<file path="src/rtl/hdb3rx_pkg.sv">
package hdb3rx_pkg;

    typedef enum logic {
        POL_NEG = 1'b0,
        POL_POS = 1'b1
    } pol_e;

    // polarity memory of the violation classifier
    typedef struct packed {
        pol_e last_mark;
        pol_e last_v;
        logic v_seen;
    } vdet_st_t;

endpackage

</file>
<file path="src/rtl/hdb3rx_run.sv">
module hdb3rx_run #(
    parameter int LOS_LIM = 32,
    localparam int CW = $clog2(LOS_LIM + 1)
) (
    input  logic          clk,
    input  logic          rst_n,
    input  logic          pulse_i,
    output logic [CW-1:0] run_o,
    output logic          quad_o,
    output logic          los_n_o
);

    typedef struct packed {
        logic [CW-1:0] run;
        logic          los_n;
    } run_st_t;

    run_st_t st_d, st_q;

    always_comb begin
        st_d = st_q;
        if (pulse_i) begin
            st_d.run = '0;
        end else if (st_q.run != CW'(LOS_LIM)) begin
            st_d.run = st_q.run + 1'b1;
        end
        st_d.los_n = (st_d.run != CW'(LOS_LIM));
    end

    always_ff @(posedge clk or negedge rst_n) begin
        if (!rst_n) begin
            st_q <= '{run: '0, los_n: 1'b1};
        end else begin
            st_q <= st_d;
        end
    end

    assign run_o   = st_q.run;
    assign quad_o  = !pulse_i && (st_q.run == CW'(3));
    assign los_n_o = st_q.los_n;

    // any pulse clears the alarm on the next edge
    a_r9_los_clears: assert property (@(posedge clk) disable iff (!rst_n)
        pulse_i |=> los_n_o);

    // alarm can only drop after an empty bit
    a_r8_los_cause: assert property (@(posedge clk) disable iff (!rst_n)
        $fell(los_n_o) |-> $past(!pulse_i));

endmodule

</file>
<file path="src/rtl/hdb3rx_vdet.sv">
module hdb3rx_vdet
    import hdb3rx_pkg::*;
#(
    parameter int CW = 6
) (
    input  logic          clk,
    input  logic          rst_n,
    input  logic          pos_i,
    input  logic          neg_i,
    input  logic [CW-1:0] run_i,
    output logic          mark_o,
    output logic          sub_o,
    output logic          err_o
);

    vdet_st_t st_d, st_q;
    logic     both, single, is_v, pat_ok, sub, parity_bad;
    pol_e     pol;

    always_comb begin
        both       = pos_i & neg_i;
        single     = pos_i ^ neg_i;
        pol        = pos_i ? POL_POS : POL_NEG;
        is_v       = single && (pol == st_q.last_mark);
        pat_ok     = run_i >= CW'(2);
        sub        = is_v && pat_ok;
        parity_bad = sub && st_q.v_seen && (pol == st_q.last_v);

        st_d = st_q;
        if (single) begin
            st_d.last_mark = pol;
        end
        if (sub) begin
            st_d.last_v = pol;
            st_d.v_seen = 1'b1;
        end
    end

    always_ff @(posedge clk or negedge rst_n) begin
        if (!rst_n) begin
            st_q <= '{last_mark: POL_NEG, last_v: POL_NEG, v_seen: 1'b0};
        end else begin
            st_q <= st_d;
        end
    end

    assign sub_o  = sub;
    assign mark_o = (pos_i | neg_i) && !sub;
    assign err_o  = both | (is_v && !pat_ok) | parity_bad;

endmodule

</file>
<file path="src/rtl/hdb3rx_dline.sv">
module hdb3rx_dline #(
    parameter int DEPTH  = 4,
    parameter int CV_LAT = 3,
    localparam int CLR_POS = DEPTH - 2
) (
    input  logic clk,
    input  logic rst_n,
    input  logic bit_i,
    input  logic clr_i,
    input  logic err_i,
    output logic bit_o,
    output logic cv_o
);

    typedef struct packed {
        logic [DEPTH-1:0] sr;
        logic [CV_LAT:0]  ep;
    } dl_st_t;

    dl_st_t st_d, st_q;

    always_comb begin
        st_d.sr[0] = bit_i;
        for (int i = 1; i < DEPTH; i++) begin
            if (i - 1 == CLR_POS) begin
                st_d.sr[i] = st_q.sr[i-1] & ~clr_i;
            end else begin
                st_d.sr[i] = st_q.sr[i-1];
            end
        end
        st_d.ep = {st_q.ep[CV_LAT-1:0], err_i};
    end

    always_ff @(posedge clk or negedge rst_n) begin
        if (!rst_n) begin
            st_q <= '0;
        end else begin
            st_q <= st_d;
        end
    end

    assign bit_o = st_q.sr[DEPTH-1];
    assign cv_o  = st_q.ep[CV_LAT];

endmodule

</file>
<file path="src/rtl/hdb3_rx_decoder.sv">
module hdb3_rx_decoder #(
    parameter int LOS_LIM = 32,
    localparam int CW = $clog2(LOS_LIM + 1)
) (
    input  logic clk,
    input  logic rst_n,
    input  logic pos_i,
    input  logic neg_i,
    input  logic ais_n_i,
    output logic nrz_o,
    output logic cv_o,
    output logic los_n_o
);

    logic [CW-1:0] run;
    logic          quad, mark, sub, code_err, dl_bit;
    logic          nrz_d, nrz_q;

    hdb3rx_run #(.LOS_LIM(LOS_LIM)) run_i (
        .clk     (clk),
        .rst_n   (rst_n),
        .pulse_i (pos_i | neg_i),
        .run_o   (run),
        .quad_o  (quad),
        .los_n_o (los_n_o)
    );

    hdb3rx_vdet #(.CW(CW)) vdet_i (
        .clk    (clk),
        .rst_n  (rst_n),
        .pos_i  (pos_i),
        .neg_i  (neg_i),
        .run_i  (run),
        .mark_o (mark),
        .sub_o  (sub),
        .err_o  (code_err)
    );

    hdb3rx_dline #(.DEPTH(4), .CV_LAT(3)) dline_i (
        .clk   (clk),
        .rst_n (rst_n),
        .bit_i (mark),
        .clr_i (sub),
        .err_i (code_err | quad),
        .bit_o (dl_bit),
        .cv_o  (cv_o)
    );

    always_comb begin
        nrz_d = ais_n_i ? dl_bit : 1'b1;
    end

    always_ff @(negedge clk or negedge rst_n) begin
        if (!rst_n) begin
            nrz_q <= 1'b0;
        end else begin
            nrz_q <= nrz_d;
        end
    end

    assign nrz_o = nrz_q;

    // both rails in one bit yields a fault pulse four edges later
    a_r7_both_rails_cv: assert property (@(posedge clk) disable iff (!rst_n)
        (pos_i && neg_i) |-> ##4 cv_o);

    // completing four empty bits yields a fault pulse
    a_r6_quad_cv: assert property (@(posedge clk) disable iff (!rst_n)
        quad |-> ##4 cv_o);

    // override low at a falling edge forces ones
    a_r10_ais_ones: assert property (@(negedge clk) disable iff (!rst_n)
        !ais_n_i |=> nrz_o);

endmodule

</file>
<file path="config.mk">
export PLATFORM = sky130hd
export DESIGN_NAME = hdb3_rx_decoder
export DESIGN_NICKNAME = d
export VERILOG_FILES = /design/src/rtl/hdb3rx_pkg.sv /design/src/rtl/hdb3rx_run.sv /design/src/rtl/hdb3rx_vdet.sv /design/src/rtl/hdb3rx_dline.sv /design/src/rtl/hdb3_rx_decoder.sv
export SDC_FILE = /design/constraint.sdc
export NUM_CORES = 1
export LEC_CHECK = 0
export ABC_AREA = 1
export CAP_MARGIN = 20
export CORE_MARGIN = 2
export CORE_UTILIZATION = 30
export DETAILED_ROUTE_END_ITERATION = 10
export DONT_BUFFER_PORTS = 1
export GPL_TIMING_DRIVEN = 1
export REMOVE_ABC_BUFFERS = 1
export SLEW_MARGIN = 5
export SYNTH_ARGS = -nofsm -noshare
export SYNTH_HDL_FRONTEND = slang
export SYNTH_SLANG_ARGS = --single-unit
export TNS_END_PERCENT = 5
</file>
<file path="constraint.sdc">
create_clock -name clk -period 2.5 [get_ports clk]
set_clock_uncertainty 0.2 [all_clocks]
set_input_delay 0.375 -clock clk [delete_from_list [all_inputs] [get_ports clk]]
set_output_delay 0.375 -clock clk [all_outputs]
set_load 0.005 [all_outputs]
</file>
* Word level (Yosys, flattened, before mapping)
Index checks and enable logic that the tools add are counted.
** Storage, ports and cells
- Input port bits :: 5
- Register bits :: 19
** Cells by class
- Muxes and demuxes :: 4
- Add/subtract/negate cells :: 1
- Reductions and logical operators :: 10
- Eq/ne operators :: 5
- Bitwise gates (word level) :: 8
- Magnitude comparators :: 1
** Operators by type and width (count)
- two-way mux 6 bit :: 2
- != test 6 bit, second input constant :: 2
- logical AND 1 bit :: 7
- adder 6 x 1 -> 6 bit, second input constant :: 1
- == test 6 x 2 -> 1 bit, second input constant :: 1
- greater-or-equal comparator 6 x 2 -> 1 bit, second input constant :: 1
- bitwise OR 1 bit :: 4
- logical NOT 1 bit :: 3
- AND 1 bit :: 2
- == test 1 bit :: 2
- two-way mux 1 bit :: 2
- NOT 1 bit :: 1
- XOR 1 bit :: 1

* Depth between registers and ports, before layout
Gate-level depths: netlist (run 1).
- Depth in word-level cells :: 8
- Depth in mapped cells :: 8

* By module
From an unflattened synthesis (run 1), not the netlist that was laid out.
** Second synthesis, totals
- Cell total of the unflattened synthesis :: 106
- Area, all modules :: 917.1 um^2
** Modules (own cells, without submodules)
- hdb3rx_run :: sequential area each 176.4 um^2, cells an instance 53, times used 1, area an instance 430.4 um^2
- hdb3rx_vdet :: sequential area each 75.1 um^2, cells an instance 34, times used 1, area an instance 221.5 um^2
- hdb3rx_dline :: sequential area each 200.2 um^2, cells an instance 10, times used 1, area an instance 210.2 um^2
- hdb3_rx_decoder :: sequential area each 25.0 um^2, cells an instance 9, times used 1, area an instance 55.1 um^2

==> summary.md, run 1 <==
| Metric | Value |
|---|---|
| Status | finished, violations left |
| Failing checks | setup timing |
| Area share of the largest cell type after synthesis | 48.9% |
| Top cells by count, synth | nand2_1 (19), inv_1 (18), dfrtp_1 (17), nand3_1 (9), nor2_1 (9) |
| Worst hold slack | 0.100 ns |
| Dpl cells | 126 |
| Std cell rows | 19 |
| Number of synthesized flops with an enable pin | 0 |
| Starting Density | 31.5% |
| First-pass GRT wire length | 2590 um |
| Pwr Total | 0.549 mW |
| Drt first pass iters | 4 |
| Vias | 596 |
| Vias in the first global route | 606 |
| Req. time, crit path | 1.92 ns |
| Worst-Skew Late Latency | 0.30 ns |
| Post-CTS sizing | 0 |
| Seq/Total Area, Yosys | 54.8% |
| Clk root buf | clkbuf_4 |
| Netlist cell types | 18 |
| Leakage | 0.499 nW |
| Chip width | 57.8 um |
| Met3 GRT Util | 4.02% |
| I/O pin count | 8 |
| Top post-synthesis cells by area | dfrtp_1 (49%), nand2_1 (8.2%), inv_1 (7.8%) |
| DP Worst Slack | 0.289 ns |
| Setup WS post-layout | -0.0323 ns |
| Setup TNS Final | -0.0323 ns |
| Routability cong. | 0.818 |
| Vias per cell | 4.55 |
| GR Util met2 | 17.2% |
| PwrDens | 587 nW/um^2 |
| Unrepaired setup endpoints after global routing | yes |
| GR Util met1 | 12.7% |
| WP data arrival | 1.96 ns |
| Die area | 3350 um^2 |
| Synth area leader | dfrtp_1 |
| CTS Buffer Depth | 2 |
| Max-slew violations | 0 |
| Largest net degree at the start of global routing | 19 |
| Final setup fails | 1 |
| Avg WL per Cell | 10.6 um |
| Syn-to-layout area delta | 7.48% |
| Dpl cell area | 897 um^2 |
| Worst slew margin | 45.8% |
| WS Path Type | flop to output pin |
| Input/output buffers | 0 |
| Cell count after synthesis | 96 |
| Fin util | 33.9% |
| Most frequent cell after synthesis | nand2_1 |
| Post-Synthesis Cell Area | 870 um^2 |
| Layout cells sized above 1 | 13.0% |
| Max_cap viols | 0 |
| HP Class | input port to flop |
| Fin nets | 111 |
| Syn Area/Cell | 9.06 um^2 |
| Ys async rst share | 100% |
| Synth warn | 0 |
| Crit end category | output pin |
| Initial DRC Count | 5 |
| Peak supply drop | 315 uV |
| # H-tree levels | 1 |
| Reg clk slew, reported paths | 0.10 ns |
| Total grt overflow | 0 |
| Fillers | 289 |
| Final non-filler cell area | 935 um^2 |
| Top_reg_cell synth | dfrtp_1 |
| DRC violations left | 0 |
| DRT Wirelength | 1390 um |
| CTS buffer count | 3 |
| Worst slew pin tran | 0.811 ns |
| Fin. Hold Viols | 0 |
| Antenna-violating nets left | 0 |
| All-Layer GR Usage | 10.4% |
| Post-route insts no fill | 131 |
| Hpwl dp | 994 um |
| Die Y | 57.8 um |
| CTS tree | done |
| #FFs+latches synth | 19 |
| Initial antenna violation count | 0 |
| CP Max Fanout | 1 |
| Global routing's busiest layer | met2 |
| Core area | 2760 um^2 |
| Diode count | 0 |
| Reg2reg setup slack | 0.45 ns |
| Setup crit start kind | flop |
| Clk sinks | 19 |
## metal layers
layer  wire, um  up-vias
met5          0        -
met4         12        0
met3         65        2
met2        674       10
met1        639      287
li1           -      297
## timing repair
item	4_1_cts	5_1_grt
endpoints found under the setup margin	1	1
hold buffers	1	0
pin swaps	0	0
setup buffers	0	0
hold endpoints to repair	18	0
## state kept, by name, summed over array words and instances (netlist names)
register and count:
nrz_o 1, run_i.los_n_o 1, run_i.run_o 6, dline_i.cv_o 1, dline_i.st_q 1, vdet_i.st_q 3
dline_i.bit_o 1, dline_i.st_d 5
## report_power, final
| part | switching [mW] | leakage, nW | internal, mW |
|---|---|---|---|
| logic | 0.0292 | 0.256 | 0.0191 |
| registers | 0.0134 | 0.225 | 0.334 |
| clock network | 0.0932 | 0.0177 | 0.0596 |
| total | 0.136 | 0.499 | 0.413 |
## cells by family after synthesis
logic type	Yosys count	synth area share, %
adders and majority gates	5	7.19
and+or+nand+nor	46	24.2
buffers and inverters	20	9.50
AOI/OAI and AO/OA	4	2.30
xor gates and xnor gates	2	2.01
DFF	19	54.8
## worst paths after layout
| path | depth (start not counted) | start | endpoint |
|---|---|---|---|
| worst max-delay path | 0 | nrz_o$_DFF_NN0_ | nrz_o |
| worst min-delay path | 2 | pos_i | vdet_i.st_q[2]$_DFFE_PN0P_ |
| worst max register to register | 2 | dline_i.bit_o$_DFF_PN0_ | nrz_o$_DFF_NN0_ |
| worst min register to register | 0 | dline_i.st_d[1]$_DFF_PN0_ | dline_i.st_d[2]$_DFF_PN0_ |
| max in group asynchronous | 1 | rst_n | dline_i.st_d[1]$_DFF_PN0_ |
| min in group asynchronous | 1 | rst_n | run_i.run_o[2]$_DFF_PN0_ |
## layout make-up
class                   instances  area [um^2]  area share (%)
clock inverters                 1         5.00           0.535
clock buffers                   3         22.5            2.41
well taps                      31         38.8            4.15
inverters                      19         71.3            7.63
multi-input cells              57          310            33.2
flip-flops and latches         19          477            51.0
repair buffers                  1         10.0            1.07
## layout by cell type (no fill, tap or decap), types with 2 or more instances in the layout
cell type / count
dfrtp_1: 17
nor2_2: 4
nand2_1: 19
a21oi_1: 2
clkbuf_4: 3
ha_1: 5
nor2_1: 9
nand4_1: 2
inv_1: 18
nand3_1: 9
o21ai_0: 2
nand2_2: 2
Power figures use the tool's default switching activity.
==> run 2: changes to the inputs <==
PLACE_DENSITY_LB_ADDON = 0.12   (was not set)
==> summary.md, run 2 (synthesis gave the netlist of run 1 again) <==
| Metric | Value |
|---|---|
| Status | finished, violations left |
| Failing checks | setup timing |
| WP data arrival | 1.95 ns |
| Total grt overflow | 0 |
| Clk sinks | 19 |
| Number of flip-flops in the largest register | 6 |
| Setup crit start kind | flop |
| Initial DRC Count | 5 |
| DRC violations left | 0 |
| First-pass GRT wire length | 2580 um |
| Input/output buffers | 0 |
| Sequential fraction of design power | 63.0% |
| Antenna-violating nets left | 0 |
| Global routing's busiest layer | met2 |
| # H-tree levels | 1 |
| CP Max Fanout | 1 |
| Setup WS post-layout | -0.0266 ns |
| Routability cong. | 0.770 |
| CTS Buffer Depth | 2 |
| Crit end category | output pin |
| Leakage | 0.499 nW |
| Fillers | 286 |
| Die area | 3350 um^2 |
| Initial antenna violation count | 0 |
| Setup TNS Final | -0.0266 ns |
| Most common cell after layout, fill and taps aside | nand2_1 |
| Fin. Hold Viols | 0 |
| Sw Ratio | 25.2% |
| Die Y | 57.8 um |
| Final non-filler cell area | 935 um^2 |
| Worst slew pin tran | 0.821 ns |
| CTS tree | done |
| Peak supply drop | 495 uV |
| Worst slew margin | 45.1% |
| Vias in the first global route | 601 |
| All-Layer GR Usage | 10.4% |
| GR Util met1 | 13.7% |
| Hpwl dp | 1050 um |
| Starting Density | 31.5% |
| Part of the power in combinational logic | 8.9% |
| Largest net degree at the start of global routing | 19 |
| Vias | 588 |
| Vias per cell | 4.49 |
| Avg WL per Cell | 11.0 um |
| Std cell rows | 19 |
| Clk pwr share | 28.1% |
| Max-slew violations | 0 |
| Final setup fails | 1 |
| DRT Wirelength | 1440 um |
| WS Path Type | flop to output pin |
| Fin nets | 111 |
| I/O pin count | 8 |
| CTS buffer count | 3 |
| GR Util met2 | 15.9% |
| Worst-Skew Late Latency | 0.29 ns |
| Core area | 2760 um^2 |
| Unrepaired setup endpoints after global routing | yes |
| Dpl cell area | 897 um^2 |
| Clk root buf | clkbuf_4 |
| Diode count | 0 |
| Met3 GRT Util | 4.24% |
| Worst hold slack | 0.101 ns |
| Drt first pass iters | 3 |
| Syn-to-layout area delta | 7.48% |
| HP Class | input port to flop |
| Pint | 0.413 mW |
| Most frequent cells in the layout | nand2_1 (19), inv_1 (18), dfrtp_1 (17) |
| NetSw | 0.139 mW |
| Reg clk slew, reported paths | 0.11 ns |
| Layout cells sized above 1 | 13.0% |
| Chip width | 57.8 um |
| Max_cap viols | 0 |
| PwrDens | 591 nW/um^2 |
| Req. time, crit path | 1.92 ns |
| Postcts setup bufs | 0 |
[run 2: cell counts in the layout (fill, tap and decap cells not counted)]
Identical to the previous run, type by type.
[run 2: path summary, 6_finish.rpt]
check	startpoint	endpoint	slack, ns	cells past startpoint
setup reg to reg	dline_i.bit_o$_DFF_PN0_	nrz_o$_DFF_NN0_	0.46	2
max in group asynchronous	rst_n	dline_i.st_q[6]$_DFF_PN0_	1.19	1
min in group asynchronous	rst_n	run_i.run_o[3]$_DFF_PN0_	0.41	1
setup / recovery	nrz_o$_DFF_NN0_	nrz_o	-0.03	0
hold reg to reg	dline_i.st_d[3]$_DFF_PN0_	dline_i.cv_o$_DFF_PN0_	0.16	0
hold / removal	pos_i	dline_i.st_d[1]$_DFF_PN0_	0.10	3
[run 2: per-stage QoR]
step	util [%]	worst slack (ns)	std cells	total power [mW]
after floorplan	-	0.296	95	0.387
after global placement	32.5	0.293	126	0.395
after detailed placement	32.5	0.293	126	0.397
after CTS	33.9	-0.0404	131	0.564
after global routing	33.9	-0.0685	131	0.588
final	33.9	-0.0266	131	0.552
[run 2: area by class of cell]
| cell class | instances | area [um^2] | share of cell area, % |
|---|---|---|---|
| clock buffers | 3 | 22.5 | 2.41 |
| multi-input cells | 57 | 310 | 33.2 |
| clock inverters | 1 | 5.00 | 0.535 |
| well taps | 31 | 38.8 | 4.15 |
| repair buffers | 1 | 10.0 | 1.07 |
| flip-flops and latches | 19 | 477 | 51.0 |
| inverters | 19 | 71.3 | 7.63 |
[run 2: repair_timing]
action,4_1_cts,5_1_grt
endpoints found under the hold margin,18,0
gates resized for setup,0,0
endpoints found under the setup margin,1,1
hold buffers,1,0
[run 2: routing by layer]
| layer | part of all wire (%) | routed length [um] |
|---|---|---|
| met1 | 51 | 728 |
| met2 | 44 | 632 |
| met3 | 4.6 | 66 |
| met4 | 0.90 | 13 |
| met5 | 0 | 0 |
[run 2: power groups by stage]
stage | combinational, mW | sequential [mW] | clock (mW)
final | 0.0492 | 0.348 | 0.155
after global routing | 0.0582 | 0.351 | 0.179
after CTS | 0.0504 | 0.348 | 0.166
after detailed placement | 0.0429 | 0.354 | 0
after global placement | 0.0416 | 0.353 | 0
after floorplan | 0.0354 | 0.351 | 0
